### src/rtl/rtc_cal_pkg.sv
package rtc_cal_pkg;

    typedef enum logic [1:0] {
        ST_IDLE = 2'd0,
        ST_HOLD = 2'd1,
        ST_COPY = 2'd2
    } upd_state_t;

    // internal binary calendar
    typedef struct packed {
        logic [6:0] year;
        logic [3:0] mon;
        logic [4:0] mday;
        logic [2:0] wday;
        logic [4:0] hour;
        logic [5:0] min;
        logic [5:0] sec;
    } cal_t;

    // user-visible encoded bytes
    typedef struct packed {
        logic [7:0] year;
        logic [7:0] mon;
        logic [7:0] mday;
        logic [7:0] wday;
        logic [7:0] hour;
        logic [7:0] min;
        logic [7:0] sec;
    } vis_t;

    localparam logic [7:0] FLAG_ALARM = 8'hA0;
    localparam logic [7:0] FLAG_UPD   = 8'h90;
    localparam logic [1:0] WILDCARD   = 2'b11;

    // binary value below 100 -> visible byte
    function automatic logic [7:0] enc_val(input logic [6:0] v, input logic bin);
        logic [6:0] tens;
        logic [6:0] ones;
        tens = v / 7'd10;
        ones = v - tens * 7'd10;
        return bin ? {1'b0, v} : {tens[3:0], ones[3:0]};
    endfunction

    // visible byte -> binary value
    function automatic logic [7:0] dec_val(input logic [7:0] b, input logic bin);
        return bin ? b : (({4'd0, b[7:4]} * 8'd10) + {4'd0, b[3:0]});
    endfunction

    function automatic logic is_leap(input logic [6:0] yr, input int unsigned century);
        int unsigned full;
        full = century * 100 + 32'(yr);
        return (((full % 4) == 0) && ((full % 100) != 0)) || ((full % 400) == 0);
    endfunction

    function automatic logic [4:0] month_days(input logic [3:0] mon, input logic [6:0] yr,
                                              input int unsigned century);
        case (mon)
            4'd2:                     return is_leap(yr, century) ? 5'd29 : 5'd28;
            4'd4, 4'd6, 4'd9, 4'd11:  return 5'd30;
            default:                  return 5'd31;
        endcase
    endfunction

endpackage

### src/rtl/rtc_cal_counter.sv
module rtc_cal_counter
    import rtc_cal_pkg::*;
#(
    parameter int unsigned CENTURY = 20
) (
    input  logic clk,
    input  logic rst_n,
    input  logic step,
    input  logic load,
    input  cal_t load_cal,
    output cal_t cal
);

    cal_t       nxt;
    logic       c_min, c_hr, c_day, c_mon, c_yr;
    logic [4:0] dim;

    assign dim = month_days(cal.mon, cal.year, CENTURY);

    // ripple carry: sec -> min -> hour -> day -> month -> year
    always_comb begin
        nxt   = cal;
        c_min = 1'b0;
        c_hr  = 1'b0;
        c_day = 1'b0;
        c_mon = 1'b0;
        c_yr  = 1'b0;

        if (({1'b0, cal.sec} + 7'd1) >= 7'd60) begin
            nxt.sec = '0;
            c_min   = 1'b1;
        end else begin
            nxt.sec = cal.sec + 6'd1;
        end

        if (c_min) begin
            if (({1'b0, cal.min} + 7'd1) >= 7'd60) begin
                nxt.min = '0;
                c_hr    = 1'b1;
            end else begin
                nxt.min = cal.min + 6'd1;
            end
        end

        if (c_hr) begin
            if (({1'b0, cal.hour} + 6'd1) >= 6'd24) begin
                nxt.hour = '0;
                c_day    = 1'b1;
            end else begin
                nxt.hour = cal.hour + 5'd1;
            end
        end

        if (c_day) begin
            nxt.wday = (({1'b0, cal.wday} + 4'd1) >= 4'd7) ? 3'd0 : cal.wday + 3'd1;
            if (({1'b0, cal.mday} + 6'd1) > {1'b0, dim}) begin
                nxt.mday = 5'd1;
                c_mon    = 1'b1;
            end else begin
                nxt.mday = cal.mday + 5'd1;
            end
        end

        if (c_mon) begin
            if (cal.mon >= 4'd12) begin
                nxt.mon = 4'd1;
                c_yr    = 1'b1;
            end else begin
                nxt.mon = cal.mon + 4'd1;
            end
        end

        if (c_yr) begin
            nxt.year = (cal.year >= 7'd99) ? 7'd0 : cal.year + 7'd1;
        end
    end

    always_ff @(posedge clk or negedge rst_n) begin
        if (!rst_n) begin
            cal      <= '0;
            cal.mday <= 5'd1;
            cal.mon  <= 4'd1;
        end else if (load) begin
            cal <= load_cal;
        end else if (step) begin
            cal <= nxt;
        end
    end

endmodule

### src/rtl/rtc_fmt_encode.sv
module rtc_fmt_encode
    import rtc_cal_pkg::*;
(
    input  cal_t cal,
    input  logic bin_mode,
    input  logic h24_mode,
    output vis_t vis
);

    logic       pm;
    logic [6:0] h12;

    assign pm  = (cal.hour >= 5'd12);
    assign h12 = pm ? 7'(cal.hour - 5'd12) : 7'(cal.hour);

    always_comb begin
        vis.sec  = enc_val(7'(cal.sec),  bin_mode);
        vis.min  = enc_val(7'(cal.min),  bin_mode);
        vis.wday = enc_val(7'(cal.wday), bin_mode);
        vis.mday = enc_val(7'(cal.mday), bin_mode);
        vis.mon  = enc_val(7'(cal.mon),  bin_mode);
        vis.year = enc_val(cal.year,     bin_mode);
        if (h24_mode) begin
            vis.hour = enc_val(7'(cal.hour), bin_mode);
        end else begin
            vis.hour = enc_val(h12, bin_mode) | {pm, 7'd0};
        end
    end

endmodule

### src/rtl/rtc_fmt_decode.sv
module rtc_fmt_decode
    import rtc_cal_pkg::*;
(
    input  vis_t wr,
    input  logic bin_mode,
    input  logic h24_mode,
    output cal_t cal
);

    logic [7:0] hr_raw;

    assign hr_raw = dec_val(wr.hour & 8'h7F, bin_mode);

    always_comb begin
        cal.sec  = 6'(dec_val(wr.sec,  bin_mode));
        cal.min  = 6'(dec_val(wr.min,  bin_mode));
        cal.wday = 3'(dec_val(wr.wday, bin_mode));
        cal.mday = 5'(dec_val(wr.mday, bin_mode));
        cal.mon  = 4'(dec_val(wr.mon,  bin_mode));
        cal.year = 7'(dec_val(wr.year, bin_mode));
        if (!h24_mode && wr.hour[7]) begin
            cal.hour = 5'(hr_raw + 8'd12);
        end else begin
            cal.hour = 5'(hr_raw);
        end
    end

endmodule

### src/rtl/rtc_alarm_match.sv
module rtc_alarm_match
    import rtc_cal_pkg::*;
(
    input  cal_t       cal,
    input  logic       bin_mode,
    input  logic [7:0] alm_sec,
    input  logic [7:0] alm_min,
    input  logic [7:0] alm_hour,
    output logic       hit
);

    localparam int NF = 3;

    logic [NF-1:0][7:0] alm;
    logic [NF-1:0][7:0] cur;
    logic [NF-1:0]      fld_ok;

    assign alm = {alm_hour, alm_min, alm_sec};
    assign cur = {8'(cal.hour), 8'(cal.min), 8'(cal.sec)};

    for (genvar i = 0; i < NF; i++) begin : g_fld
        assign fld_ok[i] = (alm[i][7:6] == WILDCARD) || (dec_val(alm[i], bin_mode) == cur[i]);
    end

    assign hit = &fld_ok;

endmodule

### src/rtl/rtc_cal_engine.sv
module rtc_cal_engine
    import rtc_cal_pkg::*;
#(
    parameter int unsigned UPD_TICKS = 8,
    parameter int unsigned CENTURY   = 20,
    parameter logic [2:0]  DIV_RUN   = 3'b010
) (
    input  logic       clk,
    input  logic       rst_n,
    input  logic       sec_strobe,
    input  logic       tick_32k,
    input  logic [2:0] div_sel,
    input  logic       set_mode,
    input  logic       bin_mode,
    input  logic       h24_mode,
    input  logic       alarm_en,
    input  logic       upd_end_en,
    input  logic       wr_time,
    input  logic [7:0] wr_sec,
    input  logic [7:0] wr_min,
    input  logic [7:0] wr_hour,
    input  logic [7:0] wr_wday,
    input  logic [7:0] wr_mday,
    input  logic [7:0] wr_mon,
    input  logic [7:0] wr_year,
    input  logic [7:0] alm_sec,
    input  logic [7:0] alm_min,
    input  logic [7:0] alm_hour,
    output logic [7:0] t_sec,
    output logic [7:0] t_min,
    output logic [7:0] t_hour,
    output logic [7:0] t_wday,
    output logic [7:0] t_mday,
    output logic [7:0] t_mon,
    output logic [7:0] t_year,
    output logic       uip,
    output logic [7:0] flag_set
);

    localparam int unsigned        CNT_W = (UPD_TICKS > 1) ? $clog2(UPD_TICKS) : 1;
    localparam logic [CNT_W-1:0]   LAST  = CNT_W'(UPD_TICKS - 1);

    upd_state_t       st, st_nxt;
    logic [CNT_W-1:0] cnt;
    logic             step;
    logic             alarm_hit;
    cal_t             cal, ld_cal;
    vis_t             wr_vis, enc_vis, vis_q;

    assign wr_vis = '{year: wr_year, mon: wr_mon, mday: wr_mday, wday: wr_wday,
                      hour: wr_hour, min: wr_min, sec: wr_sec};
    assign step   = (st == ST_IDLE) && sec_strobe && (div_sel == DIV_RUN) && !wr_time;

    rtc_fmt_decode u_dec (
        .wr       (wr_vis),
        .bin_mode (bin_mode),
        .h24_mode (h24_mode),
        .cal      (ld_cal)
    );

    rtc_cal_counter #(.CENTURY(CENTURY)) u_cnt (
        .clk      (clk),
        .rst_n    (rst_n),
        .step     (step),
        .load     (wr_time),
        .load_cal (ld_cal),
        .cal      (cal)
    );

    rtc_fmt_encode u_enc (
        .cal      (cal),
        .bin_mode (bin_mode),
        .h24_mode (h24_mode),
        .vis      (enc_vis)
    );

    rtc_alarm_match u_alm (
        .cal      (cal),
        .bin_mode (bin_mode),
        .alm_sec  (alm_sec),
        .alm_min  (alm_min),
        .alm_hour (alm_hour),
        .hit      (alarm_hit)
    );

    // next-state logic
    always_comb begin
        st_nxt = st;
        unique case (st)
            ST_IDLE: if (step) st_nxt = ST_HOLD;
            ST_HOLD: if (tick_32k && (cnt == LAST)) st_nxt = ST_COPY;
            ST_COPY: st_nxt = ST_IDLE;
            default: st_nxt = ST_IDLE;
        endcase
    end

    // state register and tick counter
    always_ff @(posedge clk or negedge rst_n) begin
        if (!rst_n) begin
            st  <= ST_IDLE;
            cnt <= '0;
        end else begin
            st <= st_nxt;
            if (st != ST_HOLD) begin
                cnt <= '0;
            end else if (tick_32k) begin
                cnt <= cnt + 1'b1;
            end
        end
    end

    // outputs
    always_ff @(posedge clk or negedge rst_n) begin
        if (!rst_n) begin
            uip      <= 1'b0;
            flag_set <= '0;
            vis_q    <= '0;
            vis_q.mday <= 8'h01;
            vis_q.mon  <= 8'h01;
        end else begin
            flag_set <= '0;
            if (wr_time) begin
                vis_q <= wr_vis;
            end
            unique case (st)
                ST_IDLE: begin
                    if (step && !set_mode) uip <= 1'b1;
                end
                ST_HOLD: begin
                end
                ST_COPY: begin
                    uip <= 1'b0;
                    if (!set_mode && !wr_time) vis_q <= enc_vis;
                    flag_set <= ((alarm_en && alarm_hit) ? FLAG_ALARM : 8'h00) |
                                (upd_end_en ? FLAG_UPD : 8'h00);
                end
                default: begin
                end
            endcase
        end
    end

    assign t_sec  = vis_q.sec;
    assign t_min  = vis_q.min;
    assign t_hour = vis_q.hour;
    assign t_wday = vis_q.wday;
    assign t_mday = vis_q.mday;
    assign t_mon  = vis_q.mon;
    assign t_year = vis_q.year;

endmodule

### config.mk
export PLATFORM = sky130hd
export DESIGN_NAME = rtc_cal_engine
export DESIGN_NICKNAME = d
export VERILOG_FILES = /design/src/rtl/rtc_cal_pkg.sv /design/src/rtl/rtc_cal_counter.sv /design/src/rtl/rtc_fmt_encode.sv /design/src/rtl/rtc_fmt_decode.sv /design/src/rtl/rtc_alarm_match.sv /design/src/rtl/rtc_cal_engine.sv
export SDC_FILE = /design/constraint.sdc
export NUM_CORES = 1
export LEC_CHECK = 0
export CAP_MARGIN = 20
export CORE_MARGIN = 5
export CORE_UTILIZATION = 55
export DETAILED_ROUTE_END_ITERATION = 7
export PLACE_DENSITY = 0.84
export SYNTH_ARGS = -nofsm -noshare
export SYNTH_HDL_FRONTEND = slang
export SYNTH_SLANG_ARGS = --single-unit
### constraint.sdc
create_clock -name clk -period 9.03 [get_ports clk]
set_clock_uncertainty 0.05 [all_clocks]
set_input_delay 0.903 -clock clk [delete_from_list [all_inputs] [get_ports clk]]
set_output_delay 0.903 -clock clk [all_outputs]
set_load 0.03 [all_outputs]
==> After elaboration in Yosys (flattened, before gate mapping) <==
Index checks and enable logic that the tools add are counted.
{ "word_totals": {"register_bits": 106, "input_bits": 93, "output_inout_bits": 65, "elab_cells": 205} }
{ "op_classes": {"n_addsub": 34, "mul": 18, "n_div": 10, "n_lt_le_gt_ge": 8, "eq_ne": 19, "n_mux": 59, "bitwise": 2, "reduce_logical": 37} }
{ "ops": {"columns": ["op", "n"], "rows": [
  ["$mux W56", 3],
  ["$mux W8", 16],
  ["$mux W36", 2],
  ["$logic_not A32 Y1", 2],
  ["$mul A7 B3 Y3 const B", 8],
  ["$mod A32 B7 Y32 const B", 1],
  ["$mod A32 B9 Y32 const B", 1],
  ["$reduce_bool A32 Y1", 1],
  ["$mux W5", 6],
  ["$mux W6", 5],
  ["$mux W7", 4],
  ["$sub A4 B4 Y4", 7],
  ["$add A8 B4 Y8", 3],
  ["$mul A4 B3 Y7 const B", 3],
  ["$eq A8 B6 Y1", 2],
  ["$or A8 B8 Y8", 2],
  ["$reduce_bool A2 Y1", 8],
  ["$add A6 B1 Y7 const B", 2],
  ["$div A5 B4 Y7 const B", 2],
  ["$div A6 B4 Y7 const B", 2],
  ["$div A7 B4 Y7 const B", 2],
  ["$ge A7 B6 Y1 const B", 2],
  ["$reduce_and A2 Y1", 7],
  ["$add A11 B7 Y12 const A", 1],
  ["52 further kinds", 95]
]} }

==> Depth between registers and ports, before layout <==
Gate-level depths: netlist of run 1.
{ "depth": {"ltp_word": 14, "depth_mapped": 35, "mapped_depth_nobuf": 31} }

==> Hierarchy <==
From an unflattened synthesis of run 1, not the netlist that was laid out.
{ "hier_totals": {"hier_cells": 1360, "area_unflattened_um2": 12157.9} }
{ "by_module_without_submodules": {"columns": ["mod", "n_inst", "cells_per_inst", "area_each_um2", "seq_area_each_um2"], "rows": [
  ["rtc_cal_counter", 1, 523, 4103.9, 903.4],
  ["rtc_cal_engine", 1, 220, 3333.2, 1629.1],
  ["rtc_fmt_encode", 1, 292, 2073.2, 0.0],
  ["rtc_alarm_match", 1, 166, 1328.8, 0.0],
  ["rtc_fmt_decode", 1, 159, 1318.8, 0.0]
]} }

==> Worst setup path before layout of run 1 <==
Ideal clock, no wire load.
{ "synth_timing": {"kind": "register -> register", "from": "register u_cnt.cal[33] (netlist name)", "to": "register u_cnt.cal[32] (netlist name)", "setup_time_ns": 0.116, "arrival_time_ns": 7.308, "required_time_ns": 8.864, "setup_slack_ns": 1.556, "path_stages_with_launch": 34, "path_buffers": 4, "period_less_slack_ns": 7.474, "path_cell_list": "dfrtp_1 -> ha_1 -> inv_1 -> ha_1 -> clkbuf_1 -> inv_1 -> ha_1 -> nor3b_4 -> xnor2_2 -> a211oi_2 -> or3_1 -> buf_6 -> a31oi_4 -> or4b_1 -> buf_6 -> and3_4 -> a31oi_4 -> o21ai_2 -> xnor2_1 -> a2111o_1 -> nor4_1 -> a2bb2oi_1 -> o31a_1 -> ha_1 -> nand2_1 -> o2111ai_1 -> nor2_1 -> a21oi_1 -> o22ai_1 -> a21oi_1 -> a21o_1 -> or3_1 -> clkbuf_1 -> o311ai_0"} }
{ "synth_between": {"elab_chain_cells": 13, "elab_cells_between_ends": 20, "cone_classes": "add/sub: 1; div: 2; order compare: 2; mux: 9; reduce/logical: 6"} }
{ "synth_lines": {"columns": ["item", "line_no", "source"], "rows": [
  ["$add A11 B7 Y12", "rtc_cal_pkg.sv:51", "full = century * 100 + 32'(yr);"],
  ["$mod A32 B7 Y32", "rtc_cal_pkg.sv:52", "return (((full % 4) == 0) && ((full % 100) != 0)) || ((full % 400) == 0);"],
  ["$reduce_bool A32 Y1", "rtc_cal_pkg.sv:52", null],
  ["$logic_and A1 B1 Y1", "rtc_cal_pkg.sv:52", null],
  ["$logic_or A1 B1 Y1", "rtc_cal_pkg.sv:52", null],
  ["$mux W1", "rtc_cal_pkg.sv:58", "4'd2: return is_leap(yr, century) ? 5'd29 : 5'd28;"],
  ["$pmux W5 S2", "rtc_cal_pkg.sv:57", "case (mon)"],
  ["$gt A6 B5 Y1", "rtc_cal_counter.sv:56", "if (({1'b0, cal.mday} + 6'd1) > {1'b0, dim}) begin"],
  ["$mux W1", "rtc_cal_counter.sv:56", null],
  ["$mux W1", "rtc_cal_counter.sv:54", "if (c_day) begin"],
  ["$mux W1", "rtc_cal_counter.sv:64", "if (c_mon) begin"],
  ["$reduce_bool A2 Y1 (no source line)", null, null],
  ["$reduce_and A2 Y1 (no source line)", null, null]
]} }
Parallel ways exist; a longest one is shown, timed or not. The select of a mux whose other input is x is not followed.
A chain may end at the register's enable or synchronous reset.

==> Final worst setup path of run 1 <==
{ "layout_timing": {"from": "register u_cnt.cal[33] (netlist name)", "to": "register u_cnt.cal[32] (netlist name)"} }
{ "layout_between": {"elab_chain_cells": 13, "elab_cells_between_ends": 20, "cone_classes": "add/sub: 1; div: 2; order compare: 2; mux: 9; reduce/logical: 6"} }
{ "layout_lines": {"columns": ["item", "line_no"], "rows": [
  ["$add A11 B7 Y12", "rtc_cal_pkg.sv:51"],
  ["$mod A32 B7 Y32", "rtc_cal_pkg.sv:52"],
  ["$reduce_bool A32 Y1", "rtc_cal_pkg.sv:52"],
  ["$logic_and A1 B1 Y1", "rtc_cal_pkg.sv:52"],
  ["$logic_or A1 B1 Y1", "rtc_cal_pkg.sv:52"],
  ["$mux W1", "rtc_cal_pkg.sv:58"],
  ["$pmux W5 S2", "rtc_cal_pkg.sv:57"],
  ["$gt A6 B5 Y1", "rtc_cal_counter.sv:56"],
  ["$mux W1", "rtc_cal_counter.sv:56"],
  ["$mux W1", "rtc_cal_counter.sv:54"],
  ["$mux W1", "rtc_cal_counter.sv:64"],
  ["$reduce_bool A2 Y1 (no source line)", null],
  ["$reduce_and A2 Y1 (no source line)", null]
]} }
Parallel ways exist; a longest one is shown, timed or not. The select of a mux whose other input is x is not followed.

==> results of run 1 <==
per-layer routing:
layer  GRT usage [%]  up-vias
li1                -     5035
met1            31.9     4941
met2            42.2      328
met3            5.57       44
met4            5.80        0
met5               0        -
state kept, by name (all words and copies together), names as in the netlist:
name	flops
u_cnt.cal	36
t_hour	8
t_mday	8
t_min	8
t_mon	8
t_sec	8
t_wday	8
t_year	8
cnt	3
flag_set	3
st	2
uip	1
power groups by stage:
stage / sequential, mW / clock (mW) / combinational (mW)
6_report: 0.626 / 0.415 / 2.32
2_1_floorplan: 0.630 / 0 / 1.81
5_1_grt: 0.639 / 0.442 / 2.55
3_3_place_gp: 0.628 / 0 / 2.27
4_1_cts: 0.624 / 0.424 / 2.30
3_5_place_dp: 0.632 / 0 / 2.29
through the flow:
stage / hold slack [ns] / setup WS (ns) / cells / util [%]
5_1_grt: 0.507 / 0.154 / 1724 / 65.1
6_report: 0.455 / 0.727 / 1724 / 65.1
3_5_place_dp: 0.442 / 0.691 / 1708 / 63.6
2_1_floorplan: 0.440 / 1.56 / 1358 / -
3_3_place_gp: 0.430 / 0.876 / 1708 / 63.6
4_1_cts: 0.459 / 0.608 / 1724 / 65.1
logic make-up (layout without fill, tap and decap cells):
kind of cell             count (synthesis)  in the layout
AO/OA/AOI/OAI                          393            393
XOR/XNOR                                94             94
adder cells (fa/ha/maj)                130            130
buffers and inverters                  166            262
flip-flops                             101            101
multiplexers                           100            100
other                                    1              5
AND/OR/NAND/NOR                        369            369
worst paths after layout:
path,startpoint,endpoint,slack (ns),cells past startpoint
worst max register to register,u_cnt.cal[33]$_DFFE_PN0P_,u_cnt.cal[32]$_DFFE_PN0P_,0.73,30
worst min-delay path,uip$_DFFE_PN0P_,uip$_DFFE_PN0P_,0.46,2
min in group asynchronous,rst_n,cnt[1]$_DFFE_PN0P_,0.51,1
worst max-delay path,u_cnt.cal[33]$_DFFE_PN0P_,u_cnt.cal[32]$_DFFE_PN0P_,0.73,30
max in group asynchronous,rst_n,u_cnt.cal[31]$_DFFE_PN0P_,7.24,2
worst min register to register,uip$_DFFE_PN0P_,uip$_DFFE_PN0P_,0.46,2
cells in the final DEF (no fill, tap or decap), types with 6 or more instances in the layout:
cell	Yosys	final
or3_1	6	6
o21ai_0	133	133
dfrtp_1	97	97
nand2_1	123	123
nand3_1	33	33
nor2_1	88	88
fa_1	19	19
a31oi_1	8	8
clkbuf_16	0	9
xnor2_2	6	6
o21a_1	6	6
o311ai_0	6	6
o31ai_1	8	8
inv_1	81	80
o2111ai_1	6	6
xnor2_1	52	52
o22ai_1	10	10
nand4_1	6	6
xor2_1	35	35
a21oi_1	90	90
ha_1	110	109
nor3b_1	9	9
nor3_1	25	25
mux2i_1	78	78
a21o_1	14	14
clkdlybuf4s50_1	0	149
a211oi_1	19	19
buf_4	6	14
nor2b_1	27	27
mux2_2	20	20
nand2b_1	8	8
o211ai_1	21	21
layout make-up:
type,instances,area [um^2],share of cell area (%)
inverter,82,310,2.36
clock inverter,6,76.3,0.579
timing repair buffer,164,1600,12.2
multi-input combinational,1091,8080,61.4
tap,270,338,2.56
sequential,101,2530,19.2
clock buffer,10,229,1.74
worst min-delay path: stages (launching register included):
cell and delay (ns):
dfrtp_1 0.35, a21oi_1 0.05, nor2_1 0.07
what timing repair did:
action,in CTS,in global routing
setup endpoints to repair,0,1
resized for setup,0,1
endpoints found under the hold margin,0,0
setup buffers,0,0
==> results.md, run 1 <==
- Area of the die: 0.0235 mm^2
- Starting density of the core: 55.9%
- Sinks on Clock Net: 101
- Transition at the pin with the smallest max-transition slack: 0.962 ns
- Leakage component of the power: 5.64 nW
- Post-synthesis share of cell area spent on xor and xnor gates: 7.75%
- Cell area after placement: 0.0129 mm^2
- Count of maximum capacitance violations: 0
- Count of different cell masters after synthesis: 96
- Synth async-reset ratio: 100%
- Number of hold buffers added after CTS: 0
- Switching part of the total: 49.6%
- TritonCTS clock tree: yes
- Result of the run: finished, final reports clean
- Design area: 0.0132 mm^2
- Synth Cell Area: 0.0113 mm^2
- Highest attainable clock frequency: 120 MHz
- Adder and majority gate portion of the synthesized area: 15.6%
- Post-CTS clock slew at the launch and capture registers of the worst setup and hold paths: 0.07 ns
- Share of the clock period used by the worst path after layout: 92.0%
- Synthesized area divided by synthesized cell count: 8.35 um^2
- Internal power component: 1.70 mW
- Number of filler instances in the final layout: 1,670
- Critical setup path kind: reg -> reg
- First-pass GRT wire length: 49.2 mm
- Via Count: 10,300
- Post-synthesis sequential area ratio: 22.4%
- Total detailed-routing wirelength: 29.8 mm
- Area share of the largest cell type after synthesis: 21.5%
- Cell count after synthesis: 1,354
- Yosys Warn Count: 0
- Final count of pins violating max slew: 0
- Count of routing violations after the opening detailed-route iteration: 647
- Count of state elements after synthesis: 101
- Pwr/cell area: 255 mW/mm^2
- Number of buffer and inverter instances along the worst setup path: 3
- Final setup fails: 0
- Aggregate global-route resource usage: 24.7%
- Number of enable-type register cells in the synthesized netlist: 0
- Library cell appearing most often on the critical path: ha_1
- Y dimension of the die: 153 um
- Fraction of final layout cells with drive strength greater than 1: 6.67%
- Combinational Power Share: 69.0%
- Met2 routed wirelength: 14.4 mm
- Core Footprint: 0.0202 mm^2
- Multiplexer fraction of the synthesized cell area: 9.22%
- Grt total ovfl: 0
- Net switching power of the design: 1.67 mW
- H-Tree Depth: 3
- Relative slew margins: 35.9%
- Wire per inst: 17.3 um
- Cell with the most instances after synthesis: o21ai_0
- Maximum root-to-sink buffer count: 2
- Sum of met3 wire segment lengths after detailed routing: 1.87 mm
- Leading area contributor after synthesis: dfrtp_1
- Critical path fanouts, max: 18
- Post-layout minimum cycle time: 8.30 ns
- Number of CTS-inserted buffers: 9
- Count of standard-cell rows: 52
- Worst min path class: reg -> reg
- Die Wd: 153 um
- Post-DP HPWL: 22.3 mm
- Compound-Gate Fraction of Synth Area: 22.7%
- Maximum resistive drop on vdd: 0.199 mV
- Antenna Cells: 0
- Leading cell types by total area after synthesis: dfrtp_1 21%, ha_1 12%, mux2i_1 6.9%
- Post-route ant nets: 0
- Initial DRT Pass Iterations: 5
- Kind of capture point of the worst setup path: flip-flop
- NumNets Final: 1,671
- Clock share of power: 12.3%
- Post-layout power: 3.36 mW
- Buffers added on ports: 152
- Startpoint types: flip-flop
- Vias in the first global route: 10,100
- Largest net degree at the start of global routing: 93
- Max Used Layer: met4
- Total negative slack for setup checks: 0 ns
- Via-per-instance ratio: 6.00
- Final Hold Vio Count: 0
- Routability cong.: 0.967
- Post-synthesis simple-gate area fraction: 16.0%
- Predominant post-synthesis flop cell: dfrtp_1
- Synth-to-layout area growth: 16.5%
- Delay of the slowest critical-path stage: 0.64 ns
- Number of I/O pins: 158
- Setup repair after global routing missed its margin: false
- Leading post-synthesis cells by instance count: 133 x o21ai_0, 123 x nand2_1, 110 x ha_1
- Antenna violations before repair: 0
- Critical Path RT: 9.21 ns
- Signal arrival time at the worst endpoint: 8.49 ns
- M1 wire length: 13.1 mm
- Residual DRC count: 0
- Register share of total power: 18.6%
- Clock Root Buffer: clkbuf_16
- Crit path max-delay family: compound AO/OA/AOI/OAI gates
- Critical path's slowest cell: or4b_1
- Largest family of logic cells by synthesized area: compound AO/OA/AOI/OAI gates
- Clk Latency, worst-skew pair: 0.36 ns
Power figures use the tool's default switching activity.
==> run 2, diff against run 1 <==
Settings changed: TNS_END_PERCENT set to 1.
==> results of run 2 <==
Final layout, timing and power as in run 1 (identical DEF).
